[src/rtl/msw_pkg.sv]
package msw_pkg;

    // Bottom-plate action for one capacitor pair
    typedef enum logic [1:0] {
        SW_HOLD     = 2'b00,
        SW_MERGE    = 2'b01,
        SW_SPLIT_PH = 2'b10,
        SW_SPLIT_NH = 2'b11
    } sw_code_e;

    typedef enum logic [1:0] {
        ST_IDLE,
        ST_SAMPLE,
        ST_CONV,
        ST_SLEEP
    } conv_state_e;

    // Action applied after a decision: the MSB always merges the top pair;
    // later bits merge on a 0 and split (polarity set by the MSB) on a 1.
    function automatic sw_code_e step_action(input logic first, input logic dec, input logic msb);
        if (first || !dec) return SW_MERGE;
        return msb ? SW_SPLIT_PH : SW_SPLIT_NH;
    endfunction

endpackage

[src/rtl/msw_edge_det.sv]
module msw_edge_det #(
    parameter int W = 3
) (
    input  logic         clk,
    input  logic         rst,
    input  logic [W-1:0] din,
    output logic [W-1:0] rise
);
    logic [W-1:0] prev_q;

    always_ff @(posedge clk) begin
        if (rst) prev_q <= '0;
        else     prev_q <= din;
    end

    for (genvar i = 0; i < W; i++) begin : g_rise
        assign rise[i] = din[i] & ~prev_q[i];
    end
endmodule

[src/rtl/msw_watchdog.sv]
module msw_watchdog #(
    parameter int LIMIT = 16
) (
    input  logic clk,
    input  logic rst,
    input  logic armed,
    input  logic kick,
    output logic expired
);
    localparam int CW = $clog2(LIMIT + 1);
    localparam logic [CW-1:0] LAST = CW'(LIMIT - 1);

    logic [CW-1:0] cnt_q;

    always_ff @(posedge clk) begin
        if (rst || !armed || kick) cnt_q <= '0;
        else                       cnt_q <= cnt_q + CW'(1);
    end

    assign expired = armed && !kick && (cnt_q == LAST);
endmodule

[src/rtl/msw_switch_bank.sv]
module msw_switch_bank
    import msw_pkg::*;
#(
    parameter int NPAIR = 9,
    parameter int IW    = 4
) (
    input  logic                 clk,
    input  logic                 rst,
    input  logic                 clear,
    input  logic                 apply,
    input  logic [IW-1:0]        target,
    input  sw_code_e             code,
    output logic [2*NPAIR-1:0]   sw_ctrl
);
    for (genvar i = 0; i < NPAIR; i++) begin : g_pair
        sw_code_e fld_q;

        always_ff @(posedge clk) begin
            if (rst || clear)                    fld_q <= SW_HOLD;
            else if (apply && target == IW'(i))  fld_q <= code;
        end

        assign sw_ctrl[2*i +: 2] = fld_q;
    end
endmodule

[src/rtl/msw_sar_ctrl.sv]
module msw_sar_ctrl
    import msw_pkg::*;
#(
    parameter int N           = 10,
    parameter int WDOG_CYCLES = 16
) (
    input  logic                 clk,
    input  logic                 rst,
    input  logic                 sample_clk,
    input  logic                 cmp_dec,
    input  logic                 cmp_rdy,
    output logic                 samp_en,
    output logic                 cmp_clk,
    output logic [2*(N-1)-1:0]   sw_ctrl,
    output logic [N-1:0]         result,
    output logic                 result_valid,
    output logic                 done,
    output logic                 err
);
    localparam int NPAIR = N - 1;
    localparam int IW    = $clog2(N);
    localparam logic [IW-1:0] TOP_IDX  = IW'(N - 1);
    localparam logic [IW-1:0] TOP_PAIR = IW'(N - 2);

    // Edge detection: sample rise, sample fall, ready rise
    logic [2:0] edge_in, edge_rise;
    logic       samp_rise, samp_fall, rdy_rise;

    assign edge_in = {cmp_rdy, ~sample_clk, sample_clk};

    msw_edge_det #(.W(3)) u_edge (
        .clk  (clk),
        .rst  (rst),
        .din  (edge_in),
        .rise (edge_rise)
    );

    assign samp_rise = edge_rise[0];
    assign samp_fall = edge_rise[1];
    assign rdy_rise  = edge_rise[2];

    conv_state_e   state_q;
    logic [IW-1:0] idx_q;
    logic          cmp_clk_q;
    logic [N-1:0]  res_q;
    logic          valid_q;
    logic          err_q;

    logic armed, accept, last_bit, first_bit, wd_expired;

    assign armed     = (state_q == ST_CONV) && cmp_clk_q;
    assign accept    = armed && rdy_rise;
    assign last_bit  = (idx_q == '0);
    assign first_bit = (idx_q == TOP_IDX);

    msw_watchdog #(.LIMIT(WDOG_CYCLES)) u_wdog (
        .clk     (clk),
        .rst     (rst),
        .armed   (armed),
        .kick    (rdy_rise),
        .expired (wd_expired)
    );

    // Switch step derived from the decision arriving this cycle
    logic          msb_ref;
    sw_code_e      step_code;
    logic [IW-1:0] step_pair;
    logic          sw_apply, sw_clear;

    assign msb_ref   = first_bit ? cmp_dec : res_q[N-1];
    assign step_code = step_action(first_bit, cmp_dec, msb_ref);
    assign step_pair = first_bit ? TOP_PAIR : (idx_q - IW'(1));
    assign sw_apply  = accept && !last_bit;
    assign sw_clear  = samp_rise || (accept && last_bit) || wd_expired;

    msw_switch_bank #(.NPAIR(NPAIR), .IW(IW)) u_bank (
        .clk     (clk),
        .rst     (rst),
        .clear   (sw_clear),
        .apply   (sw_apply),
        .target  (step_pair),
        .code    (step_code),
        .sw_ctrl (sw_ctrl)
    );

    always_ff @(posedge clk) begin
        if (rst) begin
            state_q   <= ST_IDLE;
            idx_q     <= '0;
            cmp_clk_q <= 1'b0;
            res_q     <= '0;
            valid_q   <= 1'b0;
            err_q     <= 1'b0;
        end else begin
            valid_q <= 1'b0;
            if (samp_rise) begin
                state_q   <= ST_SAMPLE;
                cmp_clk_q <= 1'b0;
                res_q     <= '0;
                err_q     <= 1'b0;
            end else begin
                case (state_q)
                    ST_SAMPLE: begin
                        if (samp_fall) begin
                            state_q   <= ST_CONV;
                            idx_q     <= TOP_IDX;
                            cmp_clk_q <= 1'b1;
                        end
                    end
                    ST_CONV: begin
                        if (accept) begin
                            for (int b = 0; b < N; b++) begin
                                if (idx_q == IW'(b)) res_q[b] <= cmp_dec;
                            end
                            cmp_clk_q <= 1'b0;
                            if (last_bit) begin
                                state_q <= ST_SLEEP;
                                valid_q <= 1'b1;
                            end else begin
                                idx_q <= idx_q - IW'(1);
                            end
                        end else if (wd_expired) begin
                            state_q   <= ST_SLEEP;
                            cmp_clk_q <= 1'b0;
                            valid_q   <= 1'b1;
                            err_q     <= 1'b1;
                        end else if (!cmp_clk_q && !cmp_rdy) begin
                            cmp_clk_q <= 1'b1;
                        end
                    end
                    default: ;
                endcase
            end
        end
    end

    assign samp_en      = (state_q == ST_SAMPLE);
    assign cmp_clk      = cmp_clk_q;
    assign result       = res_q;
    assign result_valid = valid_q;
    assign done         = (state_q == ST_SLEEP);
    assign err          = err_q;
endmodule

[config.mk]
export PLATFORM = sky130hd
export DESIGN_NAME = msw_sar_ctrl
export DESIGN_NICKNAME = d
export VERILOG_FILES = /design/src/rtl/msw_pkg.sv /design/src/rtl/msw_edge_det.sv /design/src/rtl/msw_watchdog.sv /design/src/rtl/msw_switch_bank.sv /design/src/rtl/msw_sar_ctrl.sv
export SDC_FILE = /design/constraint.sdc
export NUM_CORES = 1
export LEC_CHECK = 0
export ABC_AREA = 1
export BUFFER_PORTS_ARGS = -buffer_cell sky130_fd_sc_hd__buf_2
export CORE_MARGIN = 5
export CORE_UTILIZATION = 55
export CTS_CLUSTER_DIAMETER = 200
export DETAILED_ROUTE_END_ITERATION = 10
export PLACE_DENSITY = 0.86
export SLEW_MARGIN = 20
export SYNTH_ARGS = -nofsm -noshare
export SYNTH_HDL_FRONTEND = slang
export SYNTH_SLANG_ARGS = --single-unit
export TNS_END_PERCENT = 100
[constraint.sdc]
create_clock -name clk -period 1.96 [get_ports clk]
set_input_delay 0.294 -clock clk [delete_from_list [all_inputs] [get_ports clk]]
set_output_delay 0.294 -clock clk [all_outputs]
set_load 0.02 [all_outputs]
Word level (Yosys, flattened, before mapping). Index checks and enable logic that the tools add are counted.

Flip-flop bits (word level): 45. Input bits: 5. Output and inout port bits: 33. Word-level logic and storage cells: 142.

Add/subtract/negate cells: 2. Eq/ne operators: 30. Muxes and demuxes: 24. Bitwise operators: 10. Reductions and logical operators: 49.

Operators by type and width (number): $reduce_and 3->1 (11); $eq 4x3->1 const B (8); $eq 4x2->1 const B (4); $logic_and 1x1->1 (16); $mux 4 (4); $eq 4x4->1 const B (3); $mux 2 (6); $mux 1 (11); $eq 4x1->1 const B (2); $logic_not 4->1 (2); $ne 4x4->1 const B (2); $pmux 4 s2 (1); $reduce_and 4->1 (2); $not 1->1 (7); $logic_not 1->1 (6); $logic_or 1x1->1 (6); $ne 3x3->1 const B (2); $add 5x1->5 const B (1); $eq 5x4->1 const B (1); $reduce_and 5->1 (1); $eq 2x2->1 const B (2); $ne 2x2->1 const B (2); $ne 4x3->1 const B (1); $pmux 2 s2 (1); other kinds (11) (13).

Longest topological paths before layout. Gate-level depths: netlist of the first run.

Depth after elaboration: 9. Depth in mapped cells: 11. Mapped depth without buffers: 11.

Modules after synthesis. A second synthesis of the first run with hierarchy kept.

Cells, all modules: 321. Area total of the unflattened synthesis: 2238.4 um^2.

By module, submodules not included: msw_sar_ctrl (times used 1, cells each 158, area an instance 1054.8 um^2, seq. area each 380.4 um^2); msw_switch_bank (times used 1, cells each 125, area an instance 862.1 um^2, seq. area each 360.3 um^2); msw_watchdog (times used 1, cells each 26, area an instance 227.7 um^2, seq. area each 100.1 um^2); msw_edge_det (times used 1, cells each 12, area an instance 93.8 um^2, seq. area each 60.1 um^2).

Worst setup path after synthesis of the first run. Ideal clock, no wire load.

Kind: flip-flop to flip-flop. Start point: register idx_q[0]. End point: register u_bank.g_pair[5].fld_q[1]. Library setup time: 116 ps. Arrival time: 1432 ps. Data required time: 1844 ps. Path slack: 412 ps. Stages on the path, launching flop included: 10. Path buffers: 0. Clock period less this slack: 1548 ps. Cells stage by stage: dfxtp_1 inv_1 ha_1 inv_1 nand2_1 nand3_2 nor2_4 nand2_1 o21ai_0 nor2_1.

Cells in the longest elaborated chain, start to end: 5. Elaborated cells between the ends (all ways): 15. Classes of those cells: add/sub (1); eq/ne (2); mux (3); reduce/logical (9).

RTL lines: start, declared (line msw_sar_ctrl.sv:43) `logic [IW-1:0] idx_q;`; start signal, assigned (line msw_sar_ctrl.sv:120) `idx_q <= idx_q - IW'(1);`; parallel branches: the longest is 5 deep, another holds $sub 4x1->4; end signal, assigned (line msw_switch_bank.sv:20) `else if (apply && target == IW'(i)) fld_q <= code;`; end, declared (line msw_switch_bank.sv:16) `sw_code_e fld_q;`.

Several ways; the timed one is not identified. A chain may end at the register's enable or synchronous reset.

Worst setup path after layout of the first run.
Start point: register state_q[0]. End point: register u_bank.g_pair[6].fld_q[1].

Cells in the longest elaborated chain, start to end: 7. Elaborated cells between the ends (all ways): 11. Classes of those cells: eq/ne (1); reduce/logical (10).

RTL lines: start, declared (line msw_sar_ctrl.sv:42) `conv_state_e state_q;`; start signal, assigned (line msw_sar_ctrl.sv:88) `state_q <= ST_IDLE;`; start signal, assigned (line msw_sar_ctrl.sv:97) `state_q <= ST_SAMPLE;`; start signal, assigned (line msw_sar_ctrl.sv:105) `state_q <= ST_CONV;`; $eq 2x2->1 (*) (line msw_sar_ctrl.sv:51) `assign armed = (state_q == ST_CONV) && cmp_clk_q;`; $logic_and 1x1->1 (*) (line msw_sar_ctrl.sv:51); $logic_and 1x1->1 (line msw_sar_ctrl.sv:52) `assign accept = armed && rdy_rise;`; $logic_and 1x1->1 (line msw_sar_ctrl.sv:74) `assign sw_clear = samp_rise || (accept && last_bit) || wd_expired;`; $logic_or 1x1->1 (2 in series) (line msw_sar_ctrl.sv:74); $logic_or 1x1->1 (line msw_switch_bank.sv:19) `if (rst || clear) fld_q <= SW_HOLD;`; end signal, assigned (line msw_switch_bank.sv:20); end, declared (line msw_switch_bank.sv:16).

Mark *: on every way between the ends. The rest lies on a longest branch, timed or not.

==> impl_results.md, run 1 <==
- Worst R2R Setup Slack: 0.14 ns
- Final Power: 1.85 mW
- CP bufs+invs: 1
- Synth-to-layout area growth: 16.4%
- Commonest non-fill, non-tap cells in the layout: nor2_1, nand2_1, dfxtp_1
- Vias: 1960
- Synthesized area: 0.00214 sq mm
- Slowest stage delay, CP: 0.34 ns
- Crit Path Category: reg -> reg
- Critical Path Sink Type: register
- Die area: 0.00523 sq mm
- Rel. slew slack: 77.0%
- Fin area: 0.00249 sq mm
- Commonest non-fill, non-tap cell in the layout: nor2_1
- Slowest CP cell: dfxtp_1
- Clk sinks: 45
- Core Area: 0.00372 sq mm
- Count of cell types in the netlist: 25
- Max-slew violations: 0
- Final TNS setup: 0 ns
- Starting Density: 57.5%
- WL/cell: 11.9 um
- Final wirelength: 4590 um
- Finish-stage setup viols: 0
- CP Launch Type: register
- Ratio of cells with drive above 1 in the final layout: 21.7%
- Number of port buffers: 37
- Drt first pass iters: 4
- I/O pin total: 38
- Largest net degree at the start of global routing: 19
- Hold Crit Class: in -> reg
- P_leak: 1.17 nW
- Placed inst area: 0.00236 sq mm
- Clock skew: 0.00240 ns
- CTS tree: built
- Sequential-to-total area share from yosys stat: 42.2%
- Peak VDD IR: 0.000447 V
- Clk_lat worst skew: 0.29 ns
- Cts hold-fix bufs: 0
- GPL Wtd Cong: 0.917
- Met1 Usage GRT: 22.4%
- HPWL Detailed: 3360 um
- Vias per cell: 5.10
- Met3 GRT Util: 3.88%
- Power Density: 742 mW/mm^2
- Post-route DRC: 0
- Reg clk slew, reported paths: 0.08 ns
- Clock Path Buffers: 2
- Post-synth top area share: 42.2%
- Total gr overflow: 0
- Avg Cell Area, Syn: 7.32 sq um
- CTS Root Cell: clkbuf_8
- FF/Latch Area: 901 sq um
- Nets: 351
- Post-CTS Setup Bufs: 0
- Final period utilization: 92.9%
- Critical path cell sequence: inv_1 -> ha_1 -> nand2_2 -> nor2_4 -> nand2_4 -> nor2_2 -> nand3_1 -> a21boi_0
- Data arrival time of the critical path: 2.02 ns
- CTS buffer count: 5
- Diode count: 0
- Synth area leader: dfxtp_1
- Number of global-route vias before repair: 1817
- Synth Instances: 292
- Syn Nets: 307
- DRT iter0 DRCs: 136
- Fin crit period: 1.82 ns
- CP top delay family: simple AND/OR/NAND/NOR gates
- Worst Path Max Fanout: 7
- GRT Resource Usage Total: 18.1%
- Status: complete, no violations
- H-tree levels: 2
- First-pass GRT wire length: 7640 um
- Worst path required time: 2.16 ns
- YS warnings: 0
- Initial antenna violation count: 0
- Max cap viols: 0
- PostCTS Resize Cnt: 0
- Top area cells in the synthesized netlist: dfxtp_1, nor2_1, nand2_1, inv_1, ha_1
- GRT busiest layer: met2
- Antenna Nets Post-Route: 0
- Synth Register Bits: 45
- Multi-input logic area: 0.00104 sq mm
- Measured slew at the worst slew-check pin: 0.346 ns
- Chip height: 72.3 um
- Final hold violation count: 0
- Row cnt: 22
- Filler cells: 342
- Met2 usage: 30.6%
- Fmax: 549 MHz
- DIE WIDTH: 72.3 um
-- power by group --
part | leakage, nW | switching (mW) | internal (mW) | total [mW]
clock | 0.0443 | 0.292 | 0.280 | 0.572
sequential | 0.364 | 0.0201 | 0.932 | 0.953
combinational | 0.763 | 0.225 | 0.0956 | 0.321
total | 1.17 | 0.537 | 1.31 | 1.85
-- through the flow --
stage / util [%] / hold slack (ns) / std cells / worst slack, ns
after detailed placement: 63.5 / 0.439 / 373 / 0.0777
after floorplan: - / 0.366 / 292 / 0.412
final: 66.9 / 0.182 / 384 / 0.140
after global routing: 66.9 / 0.185 / 384 / -0.00252
after CTS: 65.8 / 0.180 / 380 / 0.0627
after global placement: 63.5 / 0.427 / 373 / 0.141
-- layout make-up --
class	count	share of cell area, %
repair buffers	43	9.76
clock buffers	7	3.47
multi-input cells	198	41.6
inverters	43	6.49
well taps	48	2.41
flip-flops and latches	45	36.2
-- worst paths after layout --
kind | startpoint | endpoint | depth (start not counted)
worst max-delay path | state_q[0] | u_bank.g_pair[6].fld_q[1] | 8
worst min-delay path | sample_clk | u_edge.prev_q[1] | 2
worst max register to register | state_q[0] | u_bank.g_pair[6].fld_q[1] | 8
worst min register to register | err | err | 2
-- registers in the layout, indices dropped and copies added, names as in the netlist --
register             count
cmp_clk                  1
u_bank.g_pair.fld_q     18
u_wdog.cnt_q             5
idx_q                    4
result                  10
u_edge.prev_q            3
state_q                  2
err                      1
result_valid             1
-- Yosys cell counts --
master    instances
nand4_1           2
a21boi_0          1
buf_6             2
nand2_2           3
o21bai_1          1
dfxtp_1          45
nor2_1           52
nand3_2           3
clkbuf_1          3
nand2_1          49
a31oi_1           7
nor3b_1           1
o21ai_0          11
nor4_1            7
ha_1             10
nor2_2            5
a21oi_1          13
clkinv_1          1
nand3_1          16
nand2_4           2
nor2_4            5
inv_1            36
nor3_1           10
inv_2             6
buf_2             1
-- metal layers --
metal | vias to the layer above | part of all wire, %
met2 | 51 | 49
met4 | 0 | 1.4
met5 | - | 0
met1 | 883 | 44
met3 | 7 | 5.2
li1 | 1019 | -
-- cell families after synthesis --
family	synth area share (%)
AO/OA/AOI/OAI	8.37
buffers and inverters	9.37
adder cells (fa/ha/maj)	5.85
flip-flops	42.2
AND/OR/NAND/NOR	34.3
Power figures use the tool's default switching activity.
==> run 2: changes to the inputs <==
Settings changed: CORE_ASPECT_RATIO from default to 0.9, CORE_UTILIZATION 55 to 50, PLACE_DENSITY 0.86 to 0.8.
==> impl_results.md, run 2 (synthesis results as in run 1) <==
- Largest Register: u_bank.g_pair.fld_q
- Final Power: 1.80 mW (-2.3%)
- Crit Path Category: reg -> reg
- Cts hold-fix bufs: 0 (unchanged)
- P_leak: 1.16 nW (-1.3%)
- Hold Crit Class: in -> reg
- Data arrival time of the critical path: 1.99 ns (-0.03 ns)
- Max-slew violations: 0 (unchanged)
- Max cap viols: 0 (unchanged)
- Final period utilization: 91.5% (-1.4 points)
- Initial antenna violation count: 0 (unchanged)
- Fmax: 558 MHz (+1.5%)
- Clk sinks: 45 (unchanged)
- WL/cell: 12.1 um (+1.6%)
- Final TNS setup: 0 ns (unchanged)
- GPL Wtd Cong: 0.889 (-3.0%)
- Hold Path Depth: 2 (unchanged)
- Drt first pass iters: 4 (unchanged)
- Status: complete, no violations
- Measured slew at the worst slew-check pin: 0.372 ns (+0.0265 ns)
- CTS Root Cell: clkbuf_8
- R2R cell count: 11 (+3)
- Clock skew: 0.00373 ns (+0.00133 ns)
- Final hold violation count: 0 (unchanged)
- DIE WIDTH: 78.9 um (+9.1%)
- DRT iter0 DRCs: 181 (+33%)
- Final wirelength: 4630 um (+0.83%)
- CTS buffer count: 5 (unchanged)
- Nets: 349 (-0.57%)
- Finish-stage setup viols: 0 (unchanged)
- GRT Resource Usage Total: 16.1% (-1.9 points)
- Critical Path Sink Type: register
- Chip height: 72.0 um (-0.44%)
- CTS tree: built
- Synth-to-layout area growth: 15.7%
- Placed Cells: 373 (unchanged)
- Number of port buffers: 37 (unchanged)
- Vias: 1933 (-1.4%)
- Total gr overflow: 0 (unchanged)
- Row cnt: 22 (unchanged)
- Number of global-route vias before repair: 1639 (-9.8%)
- Worst path required time: 2.16 ns (about the same)
- Reg clk slew, reported paths: 0.08 ns (about the same)
- Antenna Nets Post-Route: 0 (unchanged)
- Commonest non-fill, non-tap cell in the layout: nor2_1
- Vias per cell: 5.07 (-0.60%)
- Ratio of cells with drive above 1 in the final layout: 21.6% (-0.10 points)
- Commonest non-fill, non-tap cells in the layout: nor2_1, nand2_1, dfxtp_1
- Clock Path Buffers: 2 (unchanged)
- CP Launch Type: register
- Clk_lat worst skew: 0.30 ns (about the same)
- Worst Path Max Fanout: 9 (+2)
- First-pass GRT wire length: 7380 um (-3.4%)
- Starting Density: 52.1% (-5.4 points)
- Post-route DRC: 0 (unchanged)
- Power Density: 729 mW/mm^2 (-1.7%)
- H-tree levels: 2 (unchanged)
- HPWL Detailed: 3370 um (+0.32%)
- Final Non-Filler Cells: 381 (-0.78%)
- Peak VDD IR: 0.000278 V (-38%)
- I/O pin total: 38 (unchanged)
- Diode count: 0 (unchanged)
- Core Area: 0.00410 sq mm (+10%)
- Largest net degree at the start of global routing: 19 (unchanged)
- Die area: 0.00568 sq mm (+8.6%)
- Max reg flops: 18 (unchanged)
- Rel. slew slack: 75.2% (-1.8 points)
- Fin crit period: 1.79 ns (-0.0266 ns)
[run 2: cell count changes in the layout (fill, tap and decap cells not counted)]
cell / delta
buf_4: -2
nor2_4: +2
ha_2: +1
clkinv_2: +1
ha_1: -1
clkbuf_1: -1
clkbuf_8: -1
nor2_2: -2
[run 2: report_power, final]
| group | switching (mW) | leakage (nW) | internal (mW) | total, mW |
|---|---|---|---|---|
| Clock | 0.295 | 0.0399 | 0.235 | 0.530 |
| Combinational | 0.225 | 0.752 | 0.0958 | 0.321 |
| Sequential | 0.0199 | 0.364 | 0.933 | 0.952 |
[run 2: area by class of cell]
type | instances | area [sq um]
Fill cell | 370 | 1630
Inverter | 43 | 161
Clock buffer | 5 | 68.8
Sequential cell | 45 | 901
Multi-Input combinational cell | 198 | 1050
Clock inverter | 1 | 5.00
Tap cell | 48 | 60.1
Timing Repair Buffer | 41 | 228
[run 2: through the flow]
stage	hold slack [ns]	utilization (%)	setup slack [ns]	instance area, sq um
global placement	0.433	57.5	0.130	2360
floorplan	0.366	-	0.412	2140
CTS	0.177	59.3	0.0889	2430
global route	0.177	60.3	-0.00359	2470
detailed placement	0.437	57.5	0.101	2360
finish	0.175	60.3	0.166	2470
[run 2: worst max-delay path, stage by stage, from the launching register on]
cell and delay [ns]:
dfxtp_1 0.34, inv_1 0.06, ha_1 0.25, nand2_2 0.11, nor2_4 0.23, nand2_4 0.15, nor2_4 0.16, inv_2 0.05
nor2_2 0.17, nand2_1 0.07, nand2_1 0.06, nor2_1 0.04
[run 2: final timing paths]
kind / from / endpoint / slack, ns
max: state_q[0] / u_bank.g_pair[0].fld_q[1] / 0.17
min reg2reg: err / err / 0.44
min: sample_clk / u_edge.prev_q[1] / 0.18
max reg2reg: state_q[0] / u_bank.g_pair[0].fld_q[1] / 0.17
[run 2: what timing repair did]
item | CTS | global route
gates resized for setup | 0 | 3
endpoints found under the setup margin | 0 | 16
setup buffers | 0 | 2
[run 2: metal layers]
| layer | GRT usage (%) | wire [um] | vias to the layer above |
|---|---|---|---|
| li1 | - | - | 1011 |
| met1 | 21.4 | 2200 | 868 |
| met2 | 25.3 | 2140 | 47 |
| met3 | 4.59 | 237 | 7 |
| met4 | 5.73 | 50 | 0 |
| met5 | 0 | 0 | - |
==> run 3: changes to the inputs <==
Settings changed: REMOVE_ABC_BUFFERS from default to 1.
Clock period 1.96 ns to 2.1 ns, I/O delays scaled along.
==> impl_results.md, run 3 (synthesis results as in run 1) <==
- CTS Root Cell: clkbuf_8
- CTS tree: built
- Initial antenna violation count: 0 (unchanged)
- Synth-to-layout area growth: 14.4%
- Sw Ratio: 28.8% (-1.1 points)
- Final TNS setup: 0 ns (unchanged)
- Vias per cell: 5.07 (about the same)
- Peak VDD IR: 0.000396 V (+43%)
- Clk sinks: 45 (unchanged)
- Fin Hold WS: 0.202 ns (+0.0268 ns)
- Slowest CP cell: dfxtp_1
- Antenna Nets Post-Route: 0 (unchanged)
- Final Non-Filler Cells: 380 (-0.26%)
- Diode count: 0 (unchanged)
- DRT iter0 DRCs: 149 (-18%)
- Largest net degree at the start of global routing: 19 (unchanged)
- Post-CTS Setup Bufs: 0 (unchanged)
- Power Density: 699 mW/mm^2 (-4.2%)
- Drt first pass iters: 4 (unchanged)
- FF/Latch Area: 901 sq um (unchanged)
- HPWL Detailed: 3370 um (about the same)
- Fin area: 0.00244 sq mm (-1.1%)
- Rel. slew slack: 75.3% (+0.12 points)
- Ratio of cells with drive above 1 in the final layout: 20.8% (-0.84 points)
- Number of port buffers: 37 (unchanged)
- Final wirelength: 4420 um (-4.5%)
- Total gr overflow: 0 (unchanged)
- Placed inst area: 0.00236 sq mm (unchanged)
- Final period utilization: 90.3% (-1.2 points)
- Clk_lat worst skew: 0.29 ns (about the same)
- Vias: 1926 (-0.36%)
- Starting Density: 52.1% (unchanged)
- Critical Path Sink Type: register
- Internal power: 1.22 mW (-3.7%)
- Data arrival time of the critical path: 2.09 ns (+0.10 ns)
- Clock skew: 0.00608 ns (+0.00235 ns)
- Crit Path Category: reg -> reg
- CTS buffer count: 5 (unchanged)
- Cts hold-fix bufs: 0 (unchanged)
- Core Area: 0.00410 sq mm (unchanged)
- Clock Path Buffers: 2 (unchanged)
- Reg clk slew, reported paths: 0.08 ns (about the same)
- Finish-stage setup viols: 0 (unchanged)
- Max-slew violations: 0 (unchanged)
- Row cnt: 22 (unchanged)
- First-pass GRT wire length: 7530 um (+2.0%)
- Nets: 347 (-0.57%)
- Status: complete, no violations
- NetSw: 0.493 mW (-8.7%)
- Placed Cells: 373 (unchanged)
- Max reg flops: 18 (unchanged)
- Filler cells: 391 (+5.7%)
- Chip height: 72.0 um (unchanged)
- PostCTS Resize Cnt: 0 (unchanged)
- Worst path required time: 2.29 ns (+0.13 ns)
- GRT Resource Usage Total: 16.3% (+0.16 points)
- P_leak: 1.15 nW (-0.94%)
- GPL Wtd Cong: 0.933 (+5.0%)
- CP Launch Type: register
- Commonest non-fill, non-tap cell in the layout: nor2_1
- Commonest non-fill, non-tap cells in the layout: nor2_1, nand2_1, dfxtp_1
- Measured slew at the worst slew-check pin: 0.370 ns (-0.00219 ns)
- Die area: 0.00568 sq mm (unchanged)
- DIE WIDTH: 78.9 um (unchanged)
- Fin crit period: 1.90 ns (+0.103 ns)
- Final hold violation count: 0 (unchanged)
- RSZ-0062 raised after global routing: false
- Gate power share: 17.0% (-0.8 points)
- Hold Crit Class: in -> reg
- H-tree levels: 2 (unchanged)
- Slowest stage delay, CP: 0.34 ns (about the same)
- I/O pin total: 38 (unchanged)
- Largest Register: u_bank.g_pair.fld_q
- Worst Path Max Fanout: 13 (+4)
- Post-route DRC: 0 (unchanged)
- Max cap viols: 0 (unchanged)
- Fmax: 527 MHz (-5.4%)
- Clock power share: 31.0% (+1.6 points)
- Sequential power share: 52.1% (-0.7 points)
- WL/cell: 11.6 um (-4.3%)
- Multi-input logic area: 0.00104 sq mm (-1.2%)
- Critical path cell sequence: inv_1 -> ha_1 -> nand2_2 -> nor2_4 -> nand2_4 -> nor2_2 -> nand2_1 -> o21ai_0 -> nor2_1
- Number of global-route vias before repair: 1769 (+7.9%)
run 3: path summary, 6_finish.rpt:
check,start,to,slack (ns),depth (start not counted)
hold / removal,sample_clk,u_edge.prev_q[1],0.20,2
setup / recovery,state_q[0],u_bank.g_pair[5].fld_q[1],0.20,9
hold reg to reg,u_wdog.cnt_q[0],u_wdog.cnt_q[0],0.45,1
setup reg to reg,state_q[0],u_bank.g_pair[5].fld_q[1],0.20,9
run 3: stage by stage:
| step | power [mW] | utilization (%) | setup slack [ns] |
|---|---|---|---|
| global route | 1.80 | 59.6 | 0.0297 |
| detailed placement | 1.19 | 57.5 | 0.215 |
| floorplan | 1.13 | - | 0.490 |
| CTS | 1.71 | 59.6 | 0.207 |
| global placement | 1.19 | 57.5 | 0.250 |
| finish | 1.71 | 59.6 | 0.203 |
run 3: power groups by stage:
stage	Combinational (mW)	Clock (mW)	Sequential (mW)
floorplan	0.224	0	0.908
global placement	0.278	0	0.908
detailed placement	0.285	0	0.909
CTS	0.287	0.536	0.889
global route	0.323	0.580	0.892
finish	0.290	0.529	0.889
run 3: metal layers:
| layer | up-vias | global-route usage [%] | share of wire (%) |
|---|---|---|---|
| li1 | 1004 | - | - |
| met1 | 873 | 20.9 | 47 |
| met2 | 43 | 26.8 | 47 |
| met3 | 6 | 3.60 | 4.5 |
| met4 | 0 | 6.68 | 1.3 |
| met5 | - | 0 | 0 |
run 3: cell type report:
cell class,instances,area share [%]
Sequential cell,45,36.8
Tap cell,48,2.46
Inverter,43,6.60
Clock buffer,7,3.53
Multi-Input combinational cell,198,42.4
Timing Repair Buffer,39,8.19
run 3: worst max-delay path: cells and delay by family (launching register included):
kind | cells | cell delay (ns)
DFF | 1 | 0.34
adders and majority gates | 1 | 0.26
buffers and inverters | 1 | 0.06
and+or+nand+nor | 6 | 0.95
AOI/OAI and AO/OA | 1 | 0.18
